**config.mk**
```make
export PLATFORM = sky130hd
export DESIGN_NAME = rlc_ts_fifo
export DESIGN_NICKNAME = d
export VERILOG_FILES = /design/src/rtl/rlc_ts_fifo.sv
export SDC_FILE = /design/constraint.sdc
export NUM_CORES = 1
export LEC_CHECK = 0
export ABC_AREA = 1
export CAP_MARGIN = 20
export CELL_PAD_IN_SITES_DETAIL_PLACEMENT = 1
export CELL_PAD_IN_SITES_GLOBAL_PLACEMENT = 1
export CORE_UTILIZATION = 50
export DETAILED_ROUTE_END_ITERATION = 8
export DONT_BUFFER_PORTS = 1
export PLACE_DENSITY_LB_ADDON = 0.1
export SETUP_SLACK_MARGIN = 0.3
export SLEW_MARGIN = 25
export SYNTH_ARGS = -nofsm -noshare
export SYNTH_HDL_FRONTEND = slang
export SYNTH_SLANG_ARGS = --single-unit
export TNS_END_PERCENT = 1
```
**constraint.sdc**
```tcl
create_clock -name clk_i -period 2.6 [get_ports clk_i]
set_input_delay 0.52 -clock clk_i [delete_from_list [all_inputs] [get_ports clk_i]]
set_output_delay 0.52 -clock clk_i [all_outputs]
set_load 0.02 [all_outputs]
```
**src/rtl/rlc_ts_fifo.sv**
```systemverilog
module rlc_ts_fifo #(
  parameter int DEPTH = 4,
  parameter int TS_W  = 8
) (
  input  logic            clk_i,
  input  logic            rst_ni,
  input  logic            push_i,
  input  logic [TS_W-1:0] push_ts_i,
  input  logic            pop_i,
  input  logic [TS_W-1:0] now_i,
  output logic            due_o,
  output logic            ovf_o
);
  localparam int PTR_W = (DEPTH > 1) ? $clog2(DEPTH) : 1;
  localparam int CNT_W = $clog2(DEPTH + 1);

  logic [TS_W-1:0]  ts_q [DEPTH];
  logic [PTR_W-1:0] wr_q, rd_q;
  logic [CNT_W-1:0] cnt_q;
  logic             full, empty, do_pop, do_push;

  assign full    = (cnt_q == CNT_W'(DEPTH));
  assign empty   = (cnt_q == '0);
  assign do_pop  = pop_i && !empty;
  assign do_push = push_i && (!full || do_pop);
  assign ovf_o   = push_i && full && !do_pop;
  assign due_o   = !empty && (ts_q[rd_q] == now_i);

  function automatic logic [PTR_W-1:0] nxt(input logic [PTR_W-1:0] p);
    return (p == PTR_W'(DEPTH - 1)) ? '0 : p + PTR_W'(1);
  endfunction

  always_ff @(posedge clk_i or negedge rst_ni) begin
    if (!rst_ni) begin
      wr_q  <= '0;
      rd_q  <= '0;
      cnt_q <= '0;
    end else begin
      if (do_push) wr_q <= nxt(wr_q);
      if (do_pop)  rd_q <= nxt(rd_q);
      case ({do_push, do_pop})
        2'b10:   cnt_q <= cnt_q + CNT_W'(1);
        2'b01:   cnt_q <= cnt_q - CNT_W'(1);
        default: cnt_q <= cnt_q;
      endcase
    end
  end

  for (genvar g = 0; g < DEPTH; g++) begin : g_slot
    always_ff @(posedge clk_i or negedge rst_ni) begin
      if (!rst_ni)                             ts_q[g] <= '0;
      else if (do_push && wr_q == PTR_W'(g))   ts_q[g] <= push_ts_i;
    end
  end

  AST_CNT_BOUND: assert property (@(posedge clk_i) disable iff (!rst_ni)
    cnt_q <= CNT_W'(DEPTH));
  AST_DUE_CONSUMED: assert property (@(posedge clk_i) disable iff (!rst_ni)
    due_o |-> pop_i);
endmodule

```
==> out/metrics.cfg <==
[status]
status=finished clean

[synthesis]
synth.avg_cell_area_um2=8.11
yosys_warnings=0
ys_ff_latch=39
yosysSeqAreaShare_pct=47.0
synth_nets=282
yosys.cell_types.count=22
syn_area_mm2=0.00208
syn_inst=256

[clock_tree]
numCtsBuffers=5
cts_tree=yes
htreeDepth=2
clkTransAtPathRegs_ns=0.07
cts_root_buf=clkbuf_8
clk-insertion-delay-late_ns=0.29
cts_buffer_depth=2
cts.sinks=39

[setup_path]
crit_path_end_kind=output pin
worstPathRequired_ns=2.08
crit_path_start_kind=register
arrival_ns=1.69
path_max_fanout=9
critical_path_class=reg2out

[global_route]
grt_use_total_pct=24.9
overflow=0
antenna_found_initial=0
grt_pass1_wl_um=7980
grt_pass1_vias=1704
grt_max_degree=40

[final_layout]
num-nets-final=287
fillers=506
antenna_cells=0
drive_above_1_share_pct=13.0
area_growth_syn_to_layout_pct=6.99

[timing]
worst_pin_slew_ns=0.379
fmax_mhz=452
holdWs_ns=0.0625
rsz0062_at_grt=false
min_period_ns=2.21
relSlewSlack_pct=74.6
hold_viol=0
drv_slew=0
finalClockSkew_ns=0.00200
finalCritPeriodShare_pct=85.1
setup_violations=0
finalSetupTns_ns=0

[routing]
wl_per_cell_um=15.6
dr.pass1.iters=4
drtAntennaViolNets=0
drtIter0Drc=71
drc_errors=0
drt-total-wl_um=4860
vias_per_cell=5.35
vias=1663

[placement]
gp_congestion=0.724
io_buffer_count=0
post-dp-hpwl_um=3270

[die]
dieArea_mm2=0.00442
dieHeight_um=66.5
rows=23
start_util_pct=51.9
die_w_um=66.5
io_pins=22
core-area_mm2=0.00400

[hold_path]
hold_class=in2async

[power_and_ir_drop]
power_leakage_nw=1.14
max-vdd-ir-drop_mv=0.542
p_per_area_mw_per_mm2=1240

[flow_run]
drv_cap=0

[cells in the final DEF, fill, tap and decap left out]
cell / synthesis / routed
ha_1: 5 / 5
a21oi_2: 1 / 1
buf_4: 1 / 5
buf_12: 0 / 1
a21oi_1: 1 / 1
nor2_2: 1 / 4
inv_4: 2 / 2
nor2_1: 10 / 6
nand2_2: 4 / 4
clkinv_2: 0 / 1
nand2_4: 4 / 4
nor2_4: 0 / 1
fa_1: 1 / 1
xor2_1: 3 / 3
o211ai_1: 1 / 1
nand3b_1: 5 / 5
nand2_1: 91 / 91
o21ai_0: 30 / 30
clkbuf_8: 0 / 6
o21ai_1: 7 / 7
nand3_2: 0 / 2
inv_1: 23 / 23
dfrtp_1: 39 / 37
dfrtp_2: 0 / 2
inv_6: 1 / 1
nand3_1: 19 / 17
[worst paths after layout]
kind	start	end	slack, ns	cells past startpoint
min	rst_ni	ts_q[23]$_DFFE_PN0P_	0.06	1
max	rd_q[0]$_DFFE_PN0N_	due_o	0.39	8
max reg2reg	cnt_q[1]$_DFFE_PN0P_	cnt_q[2]$_DFFE_PN0P_	0.77	8
min reg2reg	ts_q[21]$_DFFE_PN0P_	ts_q[21]$_DFFE_PN0P_	0.49	2
min in group clk_i	push_ts_i[0]	ts_q[0]$_DFFE_PN0P_	0.41	2
max in group asynchronous	rst_ni	rd_q[0]$_DFFE_PN0N_	2.33	1
[final cells by class]
cell class / instances / area [um^2] / share of cell area, %
tap: 50 / 62.6 / 2.82
multi-input combinational: 183 / 928 / 41.8
inverter: 26 / 108 / 4.84
clock inverter: 1 / 5.00 / 0.225
clock buffer: 6 / 82.6 / 3.72
sequential: 39 / 978 / 44.0
timing repair buffer: 6 / 57.6 / 2.59
[state kept, by name, indices dropped and copies added (netlist names)]
| register | count |
|---|---|
| ts_q | 32 |
| cnt_q | 3 |
| rd_q | 2 |
| wr_q | 2 |
[what timing repair did]
item | in CTS | in global routing
setup buffers | 2 | 2
pin swaps | 0 | 3
hold buffers | 1 | 0
gates cloned | 0 | 0
gates resized for setup | 3 | 6
endpoints found under the hold margin | 39 | 0
endpoints found under the setup margin | 1 | 1
[cell families after synthesis]
family,after synthesis,share of synthesized area [%]
buf+inv,34,9.52
compound gates,40,9.94
simple gates,134,28.3
flops,39,47.0
xor+xnor,3,1.27
fa+ha+maj,6,3.98
[per-stage QoR]
| stage | setup WS [ns] | instances | util (%) | area (um^2) | total power, mW |
|---|---|---|---|---|---|
| 3_3_place_gp | 0.450 | 299 | 51.4 | 2060 | 2.17 |
| 2_1_floorplan | 0.704 | 256 | - | 2080 | 2.03 |
| 5_1_grt | 0.280 | 311 | 55.6 | 2220 | 3.02 |
| 3_5_place_dp | 0.359 | 299 | 51.4 | 2060 | 2.23 |
| 6_report | 0.388 | 311 | 55.6 | 2220 | 2.76 |
| 4_1_cts | 0.368 | 309 | 54.6 | 2180 | 2.70 |
[synthesized netlist by cell type]
library cell | number | area [um^2]
xor2_1 | 3 | 26.3
nand2_4 | 4 | 45.0
buf_4 | 1 | 7.51
dfrtp_1 | 39 | 976
inv_4 | 2 | 12.5
o211ai_1 | 1 | 7.51
fa_1 | 1 | 20.0
o21ai_0 | 30 | 150
a21oi_2 | 1 | 8.76
nand3b_1 | 5 | 37.5
nand2_2 | 4 | 25.0
buf_8 | 1 | 15.0
nand2_1 | 91 | 342
nor2_1 | 10 | 37.5
nand3_1 | 19 | 95.1
inv_6 | 1 | 8.76
ha_1 | 5 | 62.6
inv_1 | 23 | 86.3
a21oi_1 | 1 | 5.00
buf_6 | 6 | 67.6
nor2_2 | 1 | 6.26
o21ai_1 | 7 | 35.0
[critical path, stage by stage (launching register included)]
cell and delay [ns]:
dfrtp_2 0.45, buf_4 0.18, nand2_1 0.06, nand3_1 0.11, nand3b_1 0.11, nand2_1 0.07
nor2_2 0.12, nand3_2 0.10, nor2_4 0.18
[routing by layer]
metal  vias up  wire [um]  share of wire, %  track usage [%]
met5         -          0                 0                0
met4         0         61               1.3             6.38
met3         5        153               3.2             6.16
met2        22       2380                49             43.1
met1       821       2270                47             30.9
li1        815          -                 -                -
[report_power, final]
part | internal, mW | total, mW | switching, mW
Clock | 0.208 | 0.415 | 0.207
Sequential | 0.894 | 1.10 | 0.203
Combinational | 0.464 | 1.24 | 0.779
Total | 1.57 | 2.76 | 1.19
Note: power is estimated with default switching activity, not from simulation.
